$ cat src/rtl/randgen_pkg.sv
package randgen_pkg;
  localparam logic [7:0] OFS_CTRL  = 8'h00;
  localparam logic [7:0] OFS_STAT  = 8'h04;
  localparam logic [7:0] OFS_MODE  = 8'h08;
  localparam logic [7:0] OFS_SMODE = 8'h0C;
  localparam logic [7:0] OFS_IE    = 8'h10;
  localparam logic [7:0] OFS_ISTAT = 8'h14;
  localparam logic [7:0] OFS_WORD0 = 8'h20;

  localparam logic [31:0] CMD_GEN  = 32'd1;
  localparam logic [31:0] CMD_SEED = 32'd2;

  localparam int B_WIDE      = 3;
  localparam int B_MISSION   = 8;
  localparam int B_SEEDED    = 9;
  localparam int B_GEN_BUSY  = 30;
  localparam int B_SEED_BUSY = 31;
  localparam int B_GLBL      = 31;

  // interrupt sources, in the order used by the flag vector
  localparam int N_SRC = 3;
  localparam int SRC_RDY   = 0;
  localparam int SRC_SDONE = 1;
  localparam int SRC_LOCK  = 2;

  typedef enum logic [1:0] {
    SQ_IDLE = 2'd0,
    SQ_GEN  = 2'd1,
    SQ_SEED = 2'd2
  } seq_state_e;
endpackage

$ cat src/rtl/randgen_seq.sv
module randgen_seq
  import randgen_pkg::*;
#(
  parameter int GEN_CYCLES  = 16,
  parameter int SEED_CYCLES = 32
) (
  input  logic clk,
  input  logic rst,
  input  logic req_gen,
  input  logic req_seed,
  output logic gen_busy,
  output logic seed_busy,
  output logic seeded,
  output logic gen_commit,
  output logic seed_load,
  output logic gen_done,
  output logic seed_done
);
  localparam int MAXC = (GEN_CYCLES > SEED_CYCLES) ? GEN_CYCLES : SEED_CYCLES;
  localparam int CW   = $clog2(MAXC + 1);
  localparam logic [CW-1:0] GEN_LAST  = CW'(GEN_CYCLES - 1);
  localparam logic [CW-1:0] SEED_LAST = CW'(SEED_CYCLES - 1);

  seq_state_e    state;
  logic [CW-1:0] cnt;

  always_ff @(posedge clk) begin
    if (rst) begin
      state     <= SQ_IDLE;
      cnt       <= '0;
      seeded    <= 1'b0;
      gen_done  <= 1'b0;
      seed_done <= 1'b0;
    end else begin
      gen_done  <= 1'b0;
      seed_done <= 1'b0;
      case (state)
        SQ_IDLE: begin
          cnt <= '0;
          if (req_seed)               state <= SQ_SEED;
          else if (req_gen && seeded) state <= SQ_GEN;
        end
        SQ_GEN: begin
          if (cnt == GEN_LAST) begin
            state    <= SQ_IDLE;
            cnt      <= '0;
            gen_done <= 1'b1;
          end else begin
            cnt <= cnt + 1'b1;
          end
        end
        SQ_SEED: begin
          if (cnt == SEED_LAST) begin
            state     <= SQ_IDLE;
            cnt       <= '0;
            seeded    <= 1'b1;
            seed_done <= 1'b1;
          end else begin
            cnt <= cnt + 1'b1;
          end
        end
        default: state <= SQ_IDLE;
      endcase
    end
  end

  assign gen_busy   = (state == SQ_GEN);
  assign seed_busy  = (state == SQ_SEED);
  assign gen_commit = gen_busy && (cnt == GEN_LAST);
  assign seed_load  = seed_busy && (cnt == SEED_LAST);

  AST_GEN_NEEDS_SEED: assert property (@(posedge clk) disable iff (rst)
    (state == SQ_IDLE && req_gen && !req_seed && !seeded) |=> (state == SQ_IDLE));
  AST_BUSY_HOLDS: assert property (@(posedge clk) disable iff (rst)
    (gen_busy && !gen_commit) |=> gen_busy);
  AST_SEEDED_STICKY: assert property (@(posedge clk) disable iff (rst)
    seeded |=> seeded);
  AST_DONE_AFTER_GEN: assert property (@(posedge clk) disable iff (rst)
    $rose(gen_done) |-> $past(gen_busy));
endmodule

$ cat src/rtl/randgen_pool.sv
module randgen_pool #(
  parameter int          W         = 32,
  parameter int          WORDS     = 8,
  parameter logic [W-1:0] TAPS     = 32'h8020_0003,
  parameter logic [W-1:0] LOCK_FILL = 32'h1D2C_3B4A
) (
  input  logic         clk,
  input  logic         rst,
  input  logic         gen_step,
  input  logic         gen_commit,
  input  logic         seed_load,
  input  logic [W-1:0] entropy,
  output logic         lockup,
  output logic [W-1:0] res [WORDS]
);
  logic [W-1:0] lfsr;
  logic [W-1:0] stepped;
  logic [W-1:0] cand;
  logic [W-1:0] stage [WORDS];

  always_comb begin
    stepped = lfsr >> 1;
    if (lfsr[0]) stepped = stepped ^ TAPS;
    if (seed_load)     cand = entropy;
    else if (gen_step) cand = stepped;
    else               cand = lfsr;
  end

  always_ff @(posedge clk) begin
    if (rst) begin
      lfsr   <= LOCK_FILL;
      lockup <= 1'b0;
    end else begin
      lockup <= 1'b0;
      if (cand == '0) begin
        lfsr   <= LOCK_FILL;
        lockup <= 1'b1;
      end else begin
        lfsr <= cand;
      end
    end
  end

  // staging shift line filled during generation, committed in one cycle
  always_ff @(posedge clk) begin
    if (rst) begin
      stage[0] <= '0;
      res[0]   <= '0;
    end else begin
      if (gen_step)   stage[0] <= lfsr;
      if (gen_commit) res[0]   <= lfsr;
    end
  end

  for (genvar g = 1; g < WORDS; g++) begin : g_line
    always_ff @(posedge clk) begin
      if (rst) begin
        stage[g] <= '0;
        res[g]   <= '0;
      end else begin
        if (gen_step)   stage[g] <= stage[g-1];
        if (gen_commit) res[g]   <= stage[g-1];
      end
    end
  end

  AST_LFSR_NONZERO: assert property (@(posedge clk) disable iff (rst)
    lfsr != '0);
  AST_LOCK_FILL: assert property (@(posedge clk) disable iff (rst)
    lockup |-> (lfsr == LOCK_FILL));
endmodule

$ cat src/rtl/randgen_irq.sv
module randgen_irq
  import randgen_pkg::*;
(
  input  logic             clk,
  input  logic             rst,
  input  logic [N_SRC-1:0] src_set,
  input  logic             ie_we,
  input  logic             istat_we,
  input  logic [31:0]      wdata,
  output logic [N_SRC-1:0] istat_q,
  output logic [N_SRC-1:0] ie_q,
  output logic             glbl_q,
  output logic             irq_o
);
  localparam int SRC_BIT [N_SRC] = '{0, 1, 4};

  logic unused_wdata;
  assign unused_wdata = ^wdata;

  for (genvar g = 0; g < N_SRC; g++) begin : g_src
    always_ff @(posedge clk) begin
      if (rst) begin
        istat_q[g] <= 1'b0;
        ie_q[g]    <= 1'b0;
      end else begin
        if (src_set[g])                          istat_q[g] <= 1'b1;
        else if (istat_we && wdata[SRC_BIT[g]])  istat_q[g] <= 1'b0;
        if (ie_we) ie_q[g] <= wdata[SRC_BIT[g]];
      end
    end
  end

  always_ff @(posedge clk) begin
    if (rst) begin
      glbl_q <= 1'b0;
      irq_o  <= 1'b0;
    end else begin
      if (ie_we) glbl_q <= wdata[B_GLBL];
      irq_o <= glbl_q && |(istat_q & ie_q);
    end
  end

  AST_W1C_CLEARS: assert property (@(posedge clk) disable iff (rst)
    (istat_we && wdata[0] && !src_set[SRC_RDY]) |=> !istat_q[SRC_RDY]);
  AST_SET_WINS: assert property (@(posedge clk) disable iff (rst)
    src_set[SRC_RDY] |=> istat_q[SRC_RDY]);
  AST_IRQ_NEEDS_GLBL: assert property (@(posedge clk) disable iff (rst)
    irq_o |-> $past(glbl_q));
endmodule

$ cat src/rtl/randgen_ctrl.sv
module randgen_ctrl
  import randgen_pkg::*;
#(
  parameter int          GEN_CYCLES  = 16,
  parameter int          SEED_CYCLES = 32,
  parameter int          WORDS       = 8,
  parameter logic [31:0] TAPS        = 32'h8020_0003,
  parameter logic [31:0] LOCK_FILL   = 32'h1D2C_3B4A
) (
  input  logic        clk,
  input  logic        rst,
  input  logic        bus_wr,
  input  logic        bus_rd,
  input  logic [7:0]  bus_addr,
  input  logic [31:0] bus_wdata,
  output logic [31:0] bus_rdata,
  input  logic [31:0] entropy_i,
  output logic        irq_o
);
  localparam int WIDX    = $clog2(WORDS);
  localparam int NARROW  = WORDS / 2;
  localparam int WIN_END = 32 + 4 * WORDS;

  logic sel_ctrl, sel_stat, sel_mode, sel_smode, sel_ie, sel_istat, hit_word;
  logic [WIDX-1:0] idx;
  logic            word_visible;

  assign sel_ctrl  = (bus_addr == OFS_CTRL);
  assign sel_stat  = (bus_addr == OFS_STAT);
  assign sel_mode  = (bus_addr == OFS_MODE);
  assign sel_smode = (bus_addr == OFS_SMODE);
  assign sel_ie    = (bus_addr == OFS_IE);
  assign sel_istat = (bus_addr == OFS_ISTAT);
  assign hit_word  = (bus_addr >= OFS_WORD0) && ({24'd0, bus_addr} < 32'(WIN_END));
  assign idx       = bus_addr[WIDX+1:2];

  logic mode_wide, mission;

  always_ff @(posedge clk) begin
    if (rst) begin
      mode_wide <= 1'b0;
      mission   <= 1'b0;
    end else if (bus_wr) begin
      if (sel_mode)  mode_wide <= bus_wdata[B_WIDE];
      if (sel_smode) mission   <= bus_wdata[B_MISSION];
    end
  end

  assign word_visible = mode_wide || (int'(idx) < NARROW);

  logic req_gen, req_seed;
  assign req_gen  = bus_wr && sel_ctrl && (bus_wdata == CMD_GEN);
  assign req_seed = bus_wr && sel_ctrl && (bus_wdata == CMD_SEED);

  logic gen_busy, seed_busy, seeded, gen_commit, seed_load, gen_done, seed_done;
  logic lockup;
  logic [31:0] res [WORDS];

  randgen_seq #(
    .GEN_CYCLES (GEN_CYCLES),
    .SEED_CYCLES(SEED_CYCLES)
  ) i_seq (
    .clk       (clk),
    .rst       (rst),
    .req_gen   (req_gen),
    .req_seed  (req_seed),
    .gen_busy  (gen_busy),
    .seed_busy (seed_busy),
    .seeded    (seeded),
    .gen_commit(gen_commit),
    .seed_load (seed_load),
    .gen_done  (gen_done),
    .seed_done (seed_done)
  );

  randgen_pool #(
    .W        (32),
    .WORDS    (WORDS),
    .TAPS     (TAPS),
    .LOCK_FILL(LOCK_FILL)
  ) i_pool (
    .clk       (clk),
    .rst       (rst),
    .gen_step  (gen_busy),
    .gen_commit(gen_commit),
    .seed_load (seed_load),
    .entropy   (entropy_i),
    .lockup    (lockup),
    .res       (res)
  );

  logic [N_SRC-1:0] src_set, istat_q, ie_q;
  logic             glbl_q;

  always_comb begin
    src_set            = '0;
    src_set[SRC_RDY]   = gen_done;
    src_set[SRC_SDONE] = seed_done;
    src_set[SRC_LOCK]  = lockup;
  end

  randgen_irq i_irq (
    .clk     (clk),
    .rst     (rst),
    .src_set (src_set),
    .ie_we   (bus_wr && sel_ie),
    .istat_we(bus_wr && sel_istat),
    .wdata   (bus_wdata),
    .istat_q (istat_q),
    .ie_q    (ie_q),
    .glbl_q  (glbl_q),
    .irq_o   (irq_o)
  );

  logic [31:0] rd_mux;

  always_comb begin
    rd_mux = '0;
    if (sel_stat) begin
      rd_mux[B_WIDE]      = mode_wide;
      rd_mux[B_MISSION]   = mission;
      rd_mux[B_SEEDED]    = seeded;
      rd_mux[B_GEN_BUSY]  = gen_busy;
      rd_mux[B_SEED_BUSY] = seed_busy;
    end else if (sel_mode) begin
      rd_mux[B_WIDE] = mode_wide;
    end else if (sel_smode) begin
      rd_mux[B_MISSION] = mission;
    end else if (sel_ie) begin
      rd_mux[0]      = ie_q[SRC_RDY];
      rd_mux[1]      = ie_q[SRC_SDONE];
      rd_mux[4]      = ie_q[SRC_LOCK];
      rd_mux[B_GLBL] = glbl_q;
    end else if (sel_istat) begin
      rd_mux[0] = istat_q[SRC_RDY];
      rd_mux[1] = istat_q[SRC_SDONE];
      rd_mux[4] = istat_q[SRC_LOCK];
    end else if (hit_word && word_visible) begin
      rd_mux = res[idx];
    end
  end

  always_ff @(posedge clk) begin
    if (rst)         bus_rdata <= '0;
    else if (bus_rd) bus_rdata <= rd_mux;
  end

  AST_NARROW_HIDES: assert property (@(posedge clk) disable iff (rst)
    (bus_rd && hit_word && !mode_wide && (int'(idx) >= NARROW)) |=> (bus_rdata == '0));
  AST_ONE_OP: assert property (@(posedge clk) disable iff (rst)
    !(gen_busy && seed_busy));
endmodule

$ cat config.mk
export PLATFORM = sky130hd
export DESIGN_NAME = randgen_ctrl
export DESIGN_NICKNAME = d
export VERILOG_FILES = /design/src/rtl/randgen_pkg.sv /design/src/rtl/randgen_seq.sv /design/src/rtl/randgen_pool.sv /design/src/rtl/randgen_irq.sv /design/src/rtl/randgen_ctrl.sv
export SDC_FILE = /design/constraint.sdc
export NUM_CORES = 1
export LEC_CHECK = 0
export BUFFER_PORTS_ARGS = -buffer_cell sky130_fd_sc_hd__buf_2
export CORE_UTILIZATION = 40
export DETAILED_ROUTE_END_ITERATION = 10
export HOLD_SLACK_MARGIN = 0.15
export PLACE_DENSITY_LB_ADDON = 0.12
export SLEW_MARGIN = 25
export SYNTH_ARGS = -nofsm -noshare
export SYNTH_HDL_FRONTEND = slang
export SYNTH_HIERARCHICAL = 1
export SYNTH_SLANG_ARGS = --single-unit
$ cat constraint.sdc
create_clock -name clk -period 8.4 [get_ports clk]
set_input_delay 0.84 -clock clk [delete_from_list [all_inputs] [get_ports clk]]
set_output_delay 0.84 -clock clk [all_outputs]
set_load 0.05 [all_outputs]
==> results.rst, run 1 <==
.. list-table::
   :header-rows: 1

   * - Metric
     - Value
   * - Synth area leader
     - dfxtp_1
   * - Post-DRT Antenna Nets
     - 0
   * - Highest cell delay on the worst timing path
     - 0.66 ns
   * - Primary flip-flop cell chosen by synthesis mapping
     - dfxtp_1
   * - Number of DRC markers after the initial detailed-route iteration
     - 880
   * - CTS buffer count
     - 60
   * - Average via count per standard cell
     - 5.16
   * - Wire length of the first global-routing pass
     - 81100 µm
   * - Most area-consuming cells after synthesis
     - dfxtp_1, edfxtp_1, mux2i_1, and2_1, mux4_2
   * - Max-Slew Margin vs Limit
     - 14.8%
   * - Final setup TNS
     - 0 ns
   * - Leakage power figure
     - 9.11 nW
   * - Total net switching power
     - 1.21 mW
   * - GRT Resource Usage Total
     - 17.5%
   * - Proportion of power drawn by combinational gates
     - 2.3%
   * - FP Rows
     - 87
   * - Post-CTS setup buffer count
     - 0
   * - Worst path top cell family by delay
     - simple AND/OR/NAND/NOR gates
   * - Count of clock tree sinks
     - 566
   * - Post-Synthesis Mean Instance Area
     - 12.6 µm²
   * - Worst-Margin Slew
     - 1.28 ns
   * - Worst path slowest cell
     - and3_4
   * - Buffers plus inverters on the worst setup path
     - 0
   * - Final cycle utilization of the critical path
     - 40.2%
   * - Maximum count of clock buffers along a single path
     - 3
   * - Total power consumption of the routed design
     - 5.62 mW
   * - Post-synthesis instance area
     - 23100 µm²
   * - Required time worst endpoint
     - 8.95 ns
   * - Net switching share of the total power
     - 21.6%
   * - Count of buffers from port buffering
     - 108
   * - Async SR Flop Fraction
     - 0%
   * - Routed length per placed instance
     - 19.2 µm
   * - Part of the Yosys area used for sequential elements
     - 58.8%
   * - Maximum ir drop on the vdd rail
     - 0.000160 V
   * - Routability congestion estimate
     - 0.753
   * - Total of max-cap violations
     - 0
   * - TritonRoute pass-1 iters
     - 4
   * - Power density over the cells
     - 216 nW/µm²
   * - Vias after detailed routing
     - 13900
   * - Worst hold-check slack
     - 0.443 ns
   * - Hold/Removal Path Class
     - input port to register
   * - Die extent in y
     - 242 µm
   * - Die outline width
     - 242 µm
   * - RSZ-0062 raised after global routing
     - false
   * - Maximum number of pins on one net before global-route repair
     - 225
   * - Most common cell in the netlist
     - dfxtp_1
   * - Number of enable-type register cells in the synthesized netlist
     - 224
   * - Starting density of the core
     - 40.7%
   * - Die Footprint
     - 58700 µm²
   * - H-tree level count
     - 2
   * - Grt total ovfl
     - 0
   * - Fraction of post-synthesis cell area in the top cell type by area
     - 29.7%
   * - Post-layout minimum cycle time
     - 3.38 ns
   * - Final cell area excluding filler cells
     - 26100 µm²
   * - Fin. Hold Viols
     - 0
   * - Clock network fraction of design power
     - 46.0%
   * - Nets
     - 1961
   * - Vias in the first global route
     - 13700
   * - Root buffer cell
     - clkbuf_16
   * - Crit path capture type
     - register
   * - Net count after synthesis
     - 1907
   * - Outcome
     - finished clean
   * - Skew-Pair Late Insertion Delay
     - 0.63 ns
   * - Cell Chain, Critical Path
     - ha_1 > and4b_1 > and3_4 > mux2i_1 > nand4_1 > nor3_1 > a31oi_2 > nand2_1
   * - CTS Hold Buffers Added
     - 0
   * - Number of top-level design ports
     - 109
   * - Count of final max-slew check failures
     - 0
   * - Share of post-route cells with drive strength above 1
     - 16.4%
   * - Final setup viols
     - 0
   * - Overall routed net length
     - 51600 µm
   * - Top cells by instance count after synthesis
     - dfxtp_1, mux2i_1, nor2_1
   * - Flip-flop and latch count after synthesis
     - 566
   * - Worst setup slack for register-to-register paths
     - 5.02 ns
   * - CP startpoint kind
     - register
   * - Sequential share of power
     - 51.6%
   * - FMAX
     - 0.296 GHz
   * - Core Region
     - 56700 µm²
   * - HPWL after detailed placement
     - 29100 µm
   * - Synthesis-to-layout area growth
     - 13.1%
   * - Internal power contribution
     - 4.41 mW
   * - Max Clock Skew
     - 0.0201 ns
   * - Crit Path Class
     - register to register
   * - CTS tree
     - done
   * - Clock transition at the registers of the reported paths
     - 0.06 ns
   * - Worst-path fanout max
     - 37
   * - Post-cts sizing count
     - 0
   * - Placed instance count
     - 2573
   * - Post-Syn Instances
     - 1826
   * - Arrival time of the worst setup path
     - 3.93 ns
   * - Non-filler cells in the finished layout
     - 2689
   * - Antenna violations before repair
     - 3
   * - Warning count from the yosys run
     - 6
   * - Number of remaining DRC errors
     - 0
   * - Number of library cell types mapped by synthesis
     - 68
   * - Filler instances
     - 5126
   * - Cell area after placement
     - 24100 µm²
-- power by group through the flow --
stage	sequential, mW	combinational (mW)	clock (mW)
final	2.90	0.132	2.59
after global routing	2.91	0.143	2.77
after CTS	2.90	0.135	2.67
after detailed placement	2.96	0.135	0
after global placement	2.96	0.134	0
after floorplan	2.96	0.0808	0
-- final timing paths --
| path | cells past startpoint | startpoint | to |
|---|---|---|---|
| min | 3 | entropy_i[26] | i_pool/lfsr[26]$_SDFF_PP1_ |
| min reg2reg | 1 | bus_rdata[27]$_SDFFE_PP0P_ | bus_rdata[27]$_SDFFE_PP0P_ |
| max | 8 | i_seq/cnt[0]$_SDFFE_PP0P_ | i_pool/lfsr[28]$_SDFF_PP1_ |
| max reg2reg | 8 | i_seq/cnt[0]$_SDFFE_PP0P_ | i_pool/lfsr[28]$_SDFF_PP1_ |
-- area by class of cell --
| cell class | instances | area (µm²) | area share (%) |
|---|---|---|---|
| diodes | 1 | 2.50 | 0.00959 |
| clock buffers | 81 | 1670 | 6.41 |
| clock inverters | 33 | 272 | 1.04 |
| inverters | 7 | 26.3 | 0.101 |
| multi-input cells | 1123 | 8880 | 34.0 |
| flip-flops and latches | 566 | 13600 | 52.0 |
| well taps | 756 | 946 | 3.63 |
| repair buffers | 122 | 722 | 2.77 |
-- metrics by stage --
stage,utilization (%),worst slack (ns)
after floorplan,-,3.82
after global placement,42.5,4.70
after detailed placement,42.5,4.67
after CTS,45.9,4.67
after global routing,46.0,4.89
final,46.0,5.02
-- layer usage --
layer | GRT usage (%) | vias to the layer above | routed length (µm) | part of all wire [%]
met5 | 0 | - | 0 | 0
met4 | 5.42 | 0 | 1090 | 2.1
met3 | 2.65 | 84 | 1970 | 3.8
met2 | 26.7 | 209 | 23000 | 44
met1 | 25.4 | 6946 | 25600 | 50
li1 | - | 6643 | - | -
-- flip-flops by register name (all words and copies together) (netlist names), 2 cells and up --
signal         count
bus_rdata         32
i_pool/lfsr       32
i_pool/stage     224
i_irq/ie_q         3
i_seq/cnt          6
i_irq/istat_q      3
i_pool/res       256
i_seq/state        2
-- cells by family after synthesis --
group	synth area share (%)
AO/OA/AOI/OAI	3.60
XOR/XNOR	0.114
adder cells (fa/ha/maj)	0.271
buffers and inverters	2.87
flip-flops	58.8
multiplexers	20.6
AND/OR/NAND/NOR	13.7
-- worst reg2reg max path, stage by stage, from the launching register on --
cell and delay [ns]:
dfxtp_1 0.37, ha_1 0.22, and4b_1 0.41, and3_4 0.66
mux2i_1 0.50, nand4_1 0.18, nor3_1 0.38, a31oi_2 0.41
nand2_1 0.18
-- cells in the final DEF (no fill, tap or decap), types with 9 or more instances in the layout --
cell type	count
clkinv_1	9
mux4_2	54
edfxtp_1	224
nor2_1	288
mux2i_1	294
dfxtp_1	342
clkbuf_16	61
buf_2	105
mux2_2	24
a22oi_1	29
buf_4	9
nand2_1	26
nor4_1	10
clkbuf_1	13
o21ai_0	13
and2_1	225
clkinv_2	15
o2bb2ai_1	24
nand3_1	10
nand4_1	10
mux4_1	10
Power figures use the tool's default switching activity.
==> inputs of run 2 (changes only) <==
clock period = 3 ns   (was 8.4 ns; I/O delays follow)
==> results.rst, run 2 (synthesized netlist as in run 1, its figures left out) <==
.. list-table::
   :header-rows: 1

   * - Metric
     - Value
   * - Flip-flop count of the largest register, all copies and words added
     - 256 (unchanged)
   * - Required time worst endpoint
     - 3.55 ns (-5.40 ns)
   * - FMAX
     - 0.368 GHz (+24%)
   * - Number of top-level design ports
     - 109 (unchanged)
   * - Placed instance count
     - 2605 (+1.2%)
   * - Final setup viols
     - 0 (unchanged)
   * - Combined flip-flop and latch cell area
     - 13600 µm² (unchanged)
   * - Total of max-cap violations
     - 0 (unchanged)
   * - CTS tree
     - done
   * - Die extent in y
     - 242 µm (unchanged)
   * - Count of final max-slew check failures
     - 0 (unchanged)
   * - RSZ-0062 raised after global routing
     - false
   * - HPWL after detailed placement
     - 32800 µm (+13%)
   * - Count of buffers from port buffering
     - 108 (unchanged)
   * - Power density over the cells
     - 584 nW/µm² (+170%)
   * - Skew-Pair Late Insertion Delay
     - 0.61 ns (-0.02 ns)
   * - Proportion of power drawn by combinational gates
     - 2.9% (+0.6 points)
   * - Grt total ovfl
     - 0 (unchanged)
   * - GRT Resource Usage Total
     - 18.4% (+0.97 points)
   * - Die Footprint
     - 58700 µm² (unchanged)
   * - Max-Slew Margin vs Limit
     - 33.9% (+19 points)
   * - Commonest cells after routing, fill and taps aside
     - dfxtp_1, mux2i_1, nor2_1, and2_1, edfxtp_1
   * - Clock transition at the registers of the reported paths
     - 0.06 ns (about the same)
   * - CTS buffer count
     - 61 (+1.7%)
   * - Maximum number of pins on one net before global-route repair
     - 113 (-50%)
   * - Clock network fraction of design power
     - 45.5% (-0.5 points)
   * - FP Rows
     - 87 (unchanged)
   * - Worst-path fanout max
     - 37 (unchanged)
   * - Leakage power figure
     - 9.55 nW (+4.8%)
   * - Routed length per placed instance
     - 19.6 µm (+2.4%)
   * - Hold depth
     - 5 (+2)
   * - Fin. Hold Viols
     - 0 (unchanged)
   * - Hold path startpoint
     - bus_addr[5]
   * - Hold/Removal Path Class
     - input port to register
   * - Nets
     - 2044 (+4.2%)
   * - Share of post-route cells with drive strength above 1
     - 16.8% (+0.43 points)
   * - Routability congestion estimate
     - 0.823 (+9.3%)
   * - H-tree level count
     - 2 (unchanged)
   * - Worst path top cell family by delay
     - simple AND/OR/NAND/NOR gates
   * - TritonRoute pass-1 iters
     - 5 (+1)
   * - Worst setup slack for register-to-register paths
     - 0.28 ns (-4.74 ns)
   * - Total power consumption of the routed design
     - 15.8 mW (+180%)
   * - Cell Chain, Critical Path
     - ha_1 > and4b_1 > and3_2 > buf_12 > mux2i_1 > nand4_1 > nor4_4 > a31oi_2 > nand2_1
   * - Count of clock tree sinks
     - 566 (unchanged)
   * - Largest registers
     - i_pool/res x256, i_pool/stage x224
   * - Highest cell delay on the worst timing path
     - 0.38 ns (-0.28 ns)
   * - Sequential share of power
     - 51.6% (about the same)
   * - Overall routed net length
     - 54400 µm (+5.5%)
   * - Biggest register
     - i_pool/res
   * - Crit path capture type
     - register
   * - Outcome
     - finished clean
   * - Buffers plus inverters on the worst setup path
     - 1 (+1)
   * - Worst Reg-to-Reg Cells
     - 9 (+1)
   * - Worst path slowest cell
     - a31oi_2
   * - CP startpoint kind
     - register
   * - Synthesis-to-layout area growth
     - 17.0%
   * - Root buffer cell
     - clkbuf_16
   * - Final setup TNS
     - 0 ns (unchanged)
   * - Most common library cell in the layout ignoring fill and taps
     - dfxtp_1
   * - Internal power contribution
     - 12.4 mW (+180%)
   * - End of the worst hold path
     - bus_rdata[4]$_SDFFE_PP0P_
   * - Wire length of the first global-routing pass
     - 85400 µm (+5.4%)
   * - Starting density of the core
     - 40.7% (unchanged)
   * - Maximum count of clock buffers along a single path
     - 3 (unchanged)
   * - Post-cts sizing count
     - 0 (unchanged)
   * - Post-DRT Antenna Nets
     - 0 (unchanged)
   * - Antenna violations before repair
     - 2 (-1)
   * - Vias after detailed routing
     - 14300 (+3.2%)
   * - Net switching share of the total power
     - 21.2% (-0.39 points)
   * - Final cycle utilization of the critical path
     - 90.7% (+50 points)
   * - Max Clock Skew
     - 0.0208 ns (+0.000680 ns)
   * - Number of remaining DRC errors
     - 0 (unchanged)
   * - Crit Path Class
     - register to register
   * - Maximum ir drop on the vdd rail
     - 0.000474 V (+200%)
   * - Critical register-to-register path startpoint
     - i_seq/cnt[0]$_SDFFE_PP0P_
   * - Core Region
     - 56700 µm² (unchanged)
   * - Vias in the first global route
     - 14200 (+3.7%)
   * - Die outline width
     - 242 µm (unchanged)
   * - Multi-input gate area in the final layout
     - 8870 µm² (-0.13%)
   * - R2R Path End
     - i_pool/lfsr[12]$_SDFF_PP1_
   * - Post-layout minimum cycle time
     - 2.72 ns (-0.659 ns)
   * - Non-filler cells in the finished layout
     - 2771 (+3.0%)
   * - Filler instances
     - 5044 (-1.6%)
   * - Total net switching power
     - 3.34 mW (+180%)
   * - Average via count per standard cell
     - 5.17 (+0.18%)
   * - Arrival time of the worst setup path
     - 3.27 ns (-0.66 ns)
   * - Worst-Margin Slew
     - 0.992 ns (-0.286 ns)
   * - Number of DRC markers after the initial detailed-route iteration
     - 853 (-3.1%)
run 2: cell count changes in the layout (fill, tap and decap cells not counted), sizes merged:
cell	change
bufinv	-1
clkbuf	+11
buf	+31
dlygate4sd3	+51
clkinvlp	-1
clkinv	-9
run 2: final cells by class:
cell class	count	area share, %
multi-input combinational	1123	32.9
timing repair buffer	204	6.17
inverter	7	0.0973
sequential	566	50.3
clock inverter	22	0.589
antenna	1	0.00927
clock buffer	92	6.50
tap	756	3.50
run 2: how the worst max path moves through the flow:
| stage | cells after the start | endpoint | slack [ns] | start |
|---|---|---|---|---|
| after floorplan | 5 | i_pool/stage[0][0]$_SDFFCE_PN0P_ | 0.04 | i_seq/state[1]$_SDFFE_PP0P_ |
| after global placement | 9 | i_pool/lfsr[13]$_SDFF_PP1_ | 0.33 | i_seq/cnt[0]$_SDFFE_PP0P_ |
| after detailed placement | 9 | i_pool/lfsr[1]$_SDFF_PP1_ | 0.31 | i_seq/cnt[0]$_SDFFE_PP0P_ |
| after CTS | 9 | i_pool/lfsr[1]$_SDFF_PP1_ | 0.29 | i_seq/cnt[0]$_SDFFE_PP0P_ |
| after global routing | 9 | i_pool/lfsr[12]$_SDFF_PP1_ | 0.04 | i_seq/cnt[0]$_SDFFE_PP0P_ |
| final | 9 | i_pool/lfsr[12]$_SDFF_PP1_ | 0.28 | i_seq/cnt[0]$_SDFFE_PP0P_ |
run 2: routing by layer:
metal	share of wire [%]	vias up	global-route usage (%)
met2	45	251	28.1
met3	3.8	68	3.14
met4	1.6	0	4.13
met5	0	-	0
li1	-	6800	-
met1	50	7212	27.4
run 2: worst min-delay path: stages:
cell      delay (ns)
buf_2           0.13
or4_4           0.16
nor4_4          0.04
o21ai_0         0.06
a211oi_1        0.06
run 2: power by group through the flow:
stage,Sequential [mW],Combinational (mW),Clock (mW)
after floorplan,8.29,0.227,0
after global placement,8.30,0.418,0
after detailed placement,8.30,0.418,0
after CTS,8.13,0.463,7.40
after global routing,8.14,0.485,7.71
final,8.13,0.453,7.18
run 2: timing repair:
item | 4_1_cts | 5_1_grt
hold buffers | 51 | 0
buffers inserted | 0 | 0
endpoints found under the hold margin | 90 | 0
run 2: metrics by stage:
| stage | hold slack, ns | area, µm² | setup WS (ns) | util, % |
|---|---|---|---|---|
| 2_1_floorplan | 0.372 | 23100 | 0.0394 | - |
| 3_3_place_gp | 0.441 | 24600 | 0.332 | 43.3 |
| 3_5_place_dp | 0.444 | 24600 | 0.311 | 43.3 |
| 4_1_cts | 0.159 | 27000 | 0.290 | 47.6 |
| 5_1_grt | 0.215 | 27000 | 0.0416 | 47.6 |
| 6_report | 0.209 | 27000 | 0.280 | 47.6 |
